[src/rtl/fracn_pkg.sv]
package fracn_pkg;
    typedef enum logic [1:0] {
        SEL_P  = 2'b00,
        SEL_P1 = 2'b01,
        SEL_P4 = 2'b10,
        SEL_P5 = 2'b11
    } msel_e;
endpackage

[src/rtl/fracn_ratio_clamp.sv]
module fracn_ratio_clamp #(
    parameter int NW     = 15,
    parameter int FW     = 4,
    parameter int MIN_HI = 80,
    parameter int MIN_LO = 40,
    parameter int MAX_HI = 32767,
    parameter int MAX_LO = 16383
) (
    input  logic          band_hi,
    input  logic [NW-1:0] n_req,
    input  logic [FW-1:0] num_req,
    input  logic          mod16,
    output logic [NW-1:0] n_ok,
    output logic [FW-1:0] num_ok,
    output logic [FW:0]   modulus
);
    localparam logic [NW-1:0] LO_HI = NW'(MIN_HI);
    localparam logic [NW-1:0] LO_LO = NW'(MIN_LO);
    localparam logic [NW-1:0] HI_HI = NW'(MAX_HI);
    localparam logic [NW-1:0] HI_LO = NW'(MAX_LO);

    logic [NW-1:0] lim_min, lim_max;

    always_comb begin
        lim_min = band_hi ? LO_HI : LO_LO;
        lim_max = band_hi ? HI_HI : HI_LO;
        // keep the integer request inside the continuous range
        if (n_req < lim_min)      n_ok = lim_min;
        else if (n_req > lim_max) n_ok = lim_max;
        else                      n_ok = n_req;
        // modulus choice and numerator limit
        modulus = mod16 ? (FW+1)'(16) : (FW+1)'(15);
        if ({1'b0, num_req} >= modulus) num_ok = FW'(modulus - 1'b1);
        else                            num_ok = num_req;
    end
endmodule

[src/rtl/fracn_frac_acc.sv]
module fracn_frac_acc #(
    parameter int FW = 4
) (
    input  logic          clk,
    input  logic          rst_n,
    input  logic          load,
    input  logic [FW-1:0] num,
    input  logic [FW:0]   modulus,
    output logic          carry
);
    typedef struct packed {
        logic [FW-1:0] acc;
    } acc_st_t;

    acc_st_t st_d, st_q;
    logic [FW:0] sum;

    always_comb begin
        st_d  = st_q;
        sum   = {1'b0, st_q.acc} + {1'b0, num};
        carry = (sum >= modulus);
        if (load) begin
            st_d.acc = carry ? FW'(sum - modulus) : FW'(sum);
        end
    end

    always_ff @(posedge clk or negedge rst_n) begin
        if (!rst_n) st_q <= '0;
        else        st_q <= st_d;
    end

    // after a wrap the residue is smaller than the numerator that caused it
    assert_wrap_residue_R5: assert property (@(posedge clk) disable iff (!rst_n)
        (load && carry && ({1'b0, st_q.acc} < modulus)) |=> (st_q.acc < $past(num)));
endmodule

[src/rtl/fracn_swallow_ctr.sv]
module fracn_swallow_ctr #(
    parameter int NW       = 15,
    parameter int CW       = 13,
    parameter int PHI_LOG2 = 4,
    parameter int PLO_LOG2 = 3,
    parameter int MIN_B    = 5
) (
    input  logic        clk,
    input  logic        rst_n,
    input  logic        band_hi,
    input  logic [NW:0] n_eff,
    output logic        load,
    output logic [1:0]  mod_sel,
    output logic        pulse
);
    import fracn_pkg::*;

    typedef struct packed {
        logic          start;
        logic [CW-1:0] cnt;
        logic [1:0]    a_rem;
        logic [1:0]    c_rem;
    } ctr_st_t;

    ctr_st_t     st_d, st_q;
    logic [NW:0] b_full;
    logic [NW:0] rem;
    logic [NW:0] rem_mask;
    msel_e       sel;

    always_comb begin
        if (band_hi) begin
            b_full   = n_eff >> PHI_LOG2;
            rem_mask = (NW+1)'((1 << PHI_LOG2) - 1);
        end else begin
            b_full   = n_eff >> PLO_LOG2;
            rem_mask = (NW+1)'((1 << PLO_LOG2) - 1);
        end
        rem = n_eff & rem_mask;

        pulse = !st_q.start && (st_q.cnt == '0);
        load  = st_q.start || (st_q.cnt == '0);

        unique case ({st_q.c_rem != 2'd0, st_q.a_rem != 2'd0})
            2'b11:   sel = SEL_P5;
            2'b10:   sel = SEL_P4;
            2'b01:   sel = SEL_P1;
            default: sel = SEL_P;
        endcase
        mod_sel = sel;

        st_d       = st_q;
        st_d.start = 1'b0;
        if (load) begin
            st_d.cnt   = CW'(b_full - 1'b1);
            st_d.a_rem = rem[1:0];
            st_d.c_rem = rem[3:2];
        end else begin
            st_d.cnt = st_q.cnt - 1'b1;
            if (st_q.a_rem != 2'd0) st_d.a_rem = st_q.a_rem - 2'd1;
            if (st_q.c_rem != 2'd0) st_d.c_rem = st_q.c_rem - 2'd1;
        end
    end

    always_ff @(posedge clk or negedge rst_n) begin
        if (!rst_n) begin
            st_q       <= '0;
            st_q.start <= 1'b1;
        end else begin
            st_q <= st_d;
        end
    end

    // plain P is never left before the period ends
    assert_sel_stays_p_R2: assert property (@(posedge clk) disable iff (!rst_n)
        (!st_q.start && !pulse && mod_sel == 2'b00) |=> (mod_sel == 2'b00));
    // P+5 is never re-entered within a period
    assert_no_reenter_p5_R2: assert property (@(posedge clk) disable iff (!rst_n)
        (!st_q.start && !pulse && mod_sel != 2'b11) |=> (mod_sel != 2'b11));
    // the end-of-period pulse lasts one clock
    assert_pulse_width_R8: assert property (@(posedge clk) disable iff (!rst_n)
        pulse |=> !pulse);
    // every loaded period is at least the minimum main count long
    assert_min_len_R3: assert property (@(posedge clk) disable iff (!rst_n)
        load |=> (st_q.cnt >= CW'(MIN_B - 1)));
    // swallow counts are used up before the period closes
    assert_swallow_done_R1: assert property (@(posedge clk) disable iff (!rst_n)
        (st_q.a_rem != 2'd0 || st_q.c_rem != 2'd0) |-> !pulse);
endmodule

[src/rtl/fracn_divctl.sv]
module fracn_divctl #(
    parameter int NW       = 15,
    parameter int FW       = 4,
    parameter int PHI_LOG2 = 4,
    parameter int PLO_LOG2 = 3,
    parameter int MIN_HI   = 80,
    parameter int MIN_LO   = 40,
    parameter int MAX_HI   = 32767,
    parameter int MAX_LO   = 16383
) (
    input  logic          clk,
    input  logic          rst_n,
    input  logic          band_hi,
    input  logic [NW-1:0] n_int,
    input  logic [FW-1:0] frac_num,
    input  logic          frac_mod16,
    output logic [1:0]    mod_sel,
    output logic          div_pulse
);
    localparam int CW     = NW + 1 - PLO_LOG2;
    localparam int MINB_H = MIN_HI >> PHI_LOG2;
    localparam int MINB_L = MIN_LO >> PLO_LOG2;
    localparam int MIN_B  = (MINB_H < MINB_L) ? MINB_H : MINB_L;

    logic [NW-1:0] n_ok;
    logic [FW-1:0] num_ok;
    logic [FW:0]   modulus;
    logic          carry;
    logic          load;
    logic [NW:0]   n_eff;

    fracn_ratio_clamp #(
        .NW(NW), .FW(FW), .MIN_HI(MIN_HI), .MIN_LO(MIN_LO),
        .MAX_HI(MAX_HI), .MAX_LO(MAX_LO)
    ) clamp_i (
        .band_hi (band_hi),
        .n_req   (n_int),
        .num_req (frac_num),
        .mod16   (frac_mod16),
        .n_ok    (n_ok),
        .num_ok  (num_ok),
        .modulus (modulus)
    );

    fracn_frac_acc #(.FW(FW)) acc_i (
        .clk     (clk),
        .rst_n   (rst_n),
        .load    (load),
        .num     (num_ok),
        .modulus (modulus),
        .carry   (carry)
    );

    assign n_eff = {1'b0, n_ok} + {{NW{1'b0}}, carry};

    fracn_swallow_ctr #(
        .NW(NW), .CW(CW), .PHI_LOG2(PHI_LOG2), .PLO_LOG2(PLO_LOG2), .MIN_B(MIN_B)
    ) ctr_i (
        .clk     (clk),
        .rst_n   (rst_n),
        .band_hi (band_hi),
        .n_eff   (n_eff),
        .load    (load),
        .mod_sel (mod_sel),
        .pulse   (div_pulse)
    );
endmodule

[config.mk]
export PLATFORM = sky130hd
export DESIGN_NAME = fracn_divctl
export DESIGN_NICKNAME = d
export VERILOG_FILES = /design/src/rtl/fracn_pkg.sv /design/src/rtl/fracn_ratio_clamp.sv /design/src/rtl/fracn_frac_acc.sv /design/src/rtl/fracn_swallow_ctr.sv /design/src/rtl/fracn_divctl.sv
export SDC_FILE = /design/constraint.sdc
export NUM_CORES = 1
export LEC_CHECK = 0
export BUFFER_PORTS_ARGS = -buffer_cell sky130_fd_sc_hd__buf_2
export CAP_MARGIN = 5
export CORE_MARGIN = 2
export CORE_UTILIZATION = 55
export CTS_CLUSTER_DIAMETER = 30
export CTS_CLUSTER_SIZE = 40
export DETAILED_ROUTE_END_ITERATION = 6
export PLACE_DENSITY = 0.78
export SLEW_MARGIN = 30
export SYNTH_ARGS = -nofsm -noshare
export SYNTH_HDL_FRONTEND = slang
export SYNTH_SLANG_ARGS = --single-unit
[constraint.sdc]
create_clock -name clk -period 5 [get_ports clk]
set_input_delay 0.75 -clock clk [delete_from_list [all_inputs] [get_ports clk]]
set_output_delay 0.75 -clock clk [all_outputs]
set_load 0.05 [all_outputs]
==> results.tsv <==
stage	metric	value	unit
timing	RSZ-0062 raised after global routing	yes	
synth	sequential fraction of the synthesis area	0.207	
synth	synth cell count leaders	27 x nor2_1, 25 x ha_1, 25 x inv_1, 21 x dfrtp_1, 17 x nand2_1	
synth	simple logic cell fraction of the synthesized area	0.252	
die	core outline area	4690	µm²
setup_path	critical path endpoint category	register	
routing	via count	2797	
setup_path	reg2reg start	acc_i.st_q[0]	
synth	Avg Cell Area, Syn	8.50	µm²
clocking	Post-CTS Hold Fix Bufs	0	
timing	fin crit period	5.70	ns
pwr	Int Power	0.932	mW
clocking	CTS tree	yes	
cells_and_area	Fill cells	294	
cells_and_area	Core Util, Final	0.772	
worst_hold_path	HP Class	in -> async	
synth	EDFF count, synth	0	
grt	Overflow after GRT	0	
clocking	Max H-tree Level	1	
clocking	Reg clk slew, reported paths	0.09	ns
routing	Initial DRT Pass Iterations	5	
setup_path	CP startpoint kind	primary input	
timing	slew margin rel.	0.552	
routing	routed wire length	7890	µm
cells_and_area	Non-Filler Instances	445	
clocking	CTS buffer count	3	
pwr	sw frac	0.416	
synth	post-synthesis xor/xnor area fraction	0.0592	
setup_path	Reg2Reg Depth	22	
synth	Compound-Gate Fraction of Synth Area	0.261	
setup_path	Crit Path Max Fanout	5	
setup_path	worst flop-to-flop path endpoint	ctr_i.st_q[16]	
routing	Routed WL per cell	17.7	µm
setup_path	CP Class	in -> reg	
synth	count leader, synth	nor2_1	
die	die width	73.6	µm
routing	1st-iter DRT viols	284	
place	RePlAce Congestion	0.929	
die	starting density of the core	0.567	
synth	Synth top area share	0.197	
cells_and_area	Design Area, Final	3620	µm²
synth	Ys Warns	0	
pwr	logic gate share of total power	0.709	
place	Placed Cells	423	
cells_and_area	share of cells above drive strength 1	0.427	
cells_and_area	diodes inserted	0	
setup_path	R2R Setup Slk	0.47	ns
routing	DR vias/cell	6.29	
timing	clock skew	0.00465	ns
cells_and_area	area of the multi-input gates	2170	µm²
synth	Adder-Cell Fraction of Synth Area	0.133	
routing	ANT nets after route	0	
die	Die ar.	5410	µm²
pwr	Leak	1.60	nW
timing	Final period util	1.14	
synth	Synth cell types	80	
status	failing checks	setup timing	
clocking	root buf cell	clkbuf_8	
pwr	pwr dens	441	nW/µm²
setup_path	critical path's largest stage delay	0.53	ns
job	Max-Cap Viols	0	
synth	Post-synth ARST share	1.00	
cells_and_area	Syn-to-layout area delta	36.1	%
die	I/O pin count	26	
clocking	clk sinks	22	
setup_path	Setup crit start	frac_mod16	
synth	post-synth top area cell	dfrtp_1	
pwr	worst vdd ir	0.464	mV
timing	FMAX	176	MHz
timing	setup slack after layout	-0.697	ns
synth	main flop type after synthesis	dfrtp_1	
pwr	total net switching power	0.665	mW
synth	Mapped Nets	363	
setup_path	WP data arrival	5.87	ns
timing	final setup vio count	13	
die	Core Rows	25	
grt	initial antenna violation count	0	
cells_and_area	register area	552	µm²
setup_path	CP max-delay cell	fa_1	
grt	largest net degree at the start of global routing	25	
place	DP HPWL	5410	µm
grt	first-pass GRT wire length	12200	µm
timing	Max Slew Vio Count	0	
grt	number of global-route vias before repair	2706	
cells_and_area	Final nets	442	
timing	Slew @ Worst Pin	0.663	ns
synth	mux share of post-synthesis cell area	0.0160	
pwr	Flop pwr share	0.182	
place	placed instance area	3170	µm²
clocking	clk_lat worst skew	0.28	ns
synth	Synth area leaders	dfrtp_1 20%, ha_1 12%, xnor2_1 3.9%, nor2_1 3.8%, inv_1 3.5%	
grt	total track usage	0.287	
status	status	complete, but fails checks	
synth	largest family of logic cells by synthesized area	compound AO/OA/AOI/OAI gates	
timing	final hold vios	0	
synth	Mapped Cells	313	
place	I/O Buffers	25	
setup_path	critical path data required time	5.17	ns
die	Die Y	73.6	µm
pwr	Clk pwr share	0.109	
synth	synthesized flop and latch total	22	
clocking	CTS max path bufs	2	
synth	Cell Area, Synth	2660	µm²
routing	# DRC	0	
setup_path	worst setup path end	ctr_i.st_q[16]	
## critical path, delay by kind of cell
family	cells	cell delay (ns)
buffers and inverters	6	0.61
xor gates and xnor gates	1	0.15
AOI/OAI and AO/OA	11	1.96
and+or+nand+nor	6	0.93
adders and majority gates	6	1.47
## power by group through the flow
stage / clock network [mW] / logic, mW / registers [mW]
floorplan: 0 / 0.649 / 0.278
global placement: 0 / 0.889 / 0.288
detailed placement: 0 / 0.928 / 0.291
CTS: 0.174 / 1.04 / 0.288
global route: 0.182 / 1.24 / 0.298
finish: 0.173 / 1.13 / 0.291
## cell type report
| cell class | count | share of cell area |
|---|---|---|
| clock buffer | 3 | 0.0114 |
| multi-input combinational | 252 | 0.599 |
| clock inverter | 1 | 0.00829 |
| timing repair buffer | 88 | 0.182 |
| inverter | 25 | 0.0276 |
| tap | 54 | 0.0187 |
| sequential | 22 | 0.152 |
## cells by family (layout without fill, tap and decap cells)
group | Yosys count | count (layout)
other | 1 | 1
DFF | 22 | 22
AOI/OAI and AO/OA | 91 | 91
buffers and inverters | 39 | 117
and+or+nand+nor | 111 | 111
xor gates and xnor gates | 18 | 18
muxes | 4 | 4
adders and majority gates | 27 | 27
## what timing repair did
action / 4_1_cts / 5_1_grt
endpoints found under the setup margin: 12 / 13
pin swaps: 30 / 25
setup buffers: 12 / 10
resized for setup: 30 / 29
## flip-flops by register name, indices dropped and copies added (netlist names)
name,flops
acc_i.st_q,4
ctr_i.st_q,18
## metal layers
layer,part of all wire,GRT usage
met5,0,0
met3,0.043,0.0398
met1,0.41,0.345
met2,0.52,0.537
met4,0.026,0.0626
## worst min path at each step
| stage | from | end | slack, ns |
|---|---|---|---|
| CTS | rst_n | ctr_i.st_q[14] | 0.46 |
| floorplan | rst_n | acc_i.st_q[0] | 0.45 |
| global placement | acc_i.st_q[3] | acc_i.st_q[3] | 0.52 |
| detailed placement | acc_i.st_q[0] | acc_i.st_q[0] | 0.53 |
| global route | rst_n | ctr_i.st_q[14] | 0.49 |
| finish | rst_n | ctr_i.st_q[14] | 0.45 |
## metrics by stage
step	power, mW	hold slack [ns]	TNS, ns	worst slack [ns]
6_report	1.60	0.449	-6.68	-0.697
5_1_grt	1.72	0.487	-9.60	-0.928
4_1_cts	1.50	0.456	-5.67	-0.643
3_5_place_dp	1.22	0.533	-11.52	-1.17
3_3_place_gp	1.18	0.523	-8.38	-0.896
2_1_floorplan	0.928	0.454	-6.91	-0.855
## cells in the final DEF, fill, tap and decap left out, drive strengths merged, types with 2 or more instances in the layout
| cell | n |
|---|---|
| nor2b | 4 |
| fa | 2 |
| ha | 25 |
| mux2i | 2 |
| mux2 | 2 |
| inv | 24 |
| or2 | 3 |
| nand2b | 7 |
| a311oi | 3 |
| o21ai | 19 |
| and3 | 2 |
| nand2 | 18 |
| a21oi | 16 |
| xnor2 | 12 |
| o21a | 2 |
| o31a | 3 |
| and2 | 3 |
| nor4 | 5 |
| and4 | 3 |
| clkbuf | 3 |
| a22o | 3 |
| a21o | 4 |
| buf | 88 |
| a221oi | 2 |
| nand3 | 10 |
| nor3 | 10 |
| a211oi | 4 |
| nand4 | 10 |
| o211ai | 4 |
| o32ai | 4 |
| xor2 | 6 |
| o31ai | 4 |
| dfrtp | 21 |
| o311ai | 2 |
| nor2 | 27 |
| or3 | 2 |
| or4 | 3 |
| a31oi | 3 |
No activity file was read; power rests on OpenSTA's default activity.
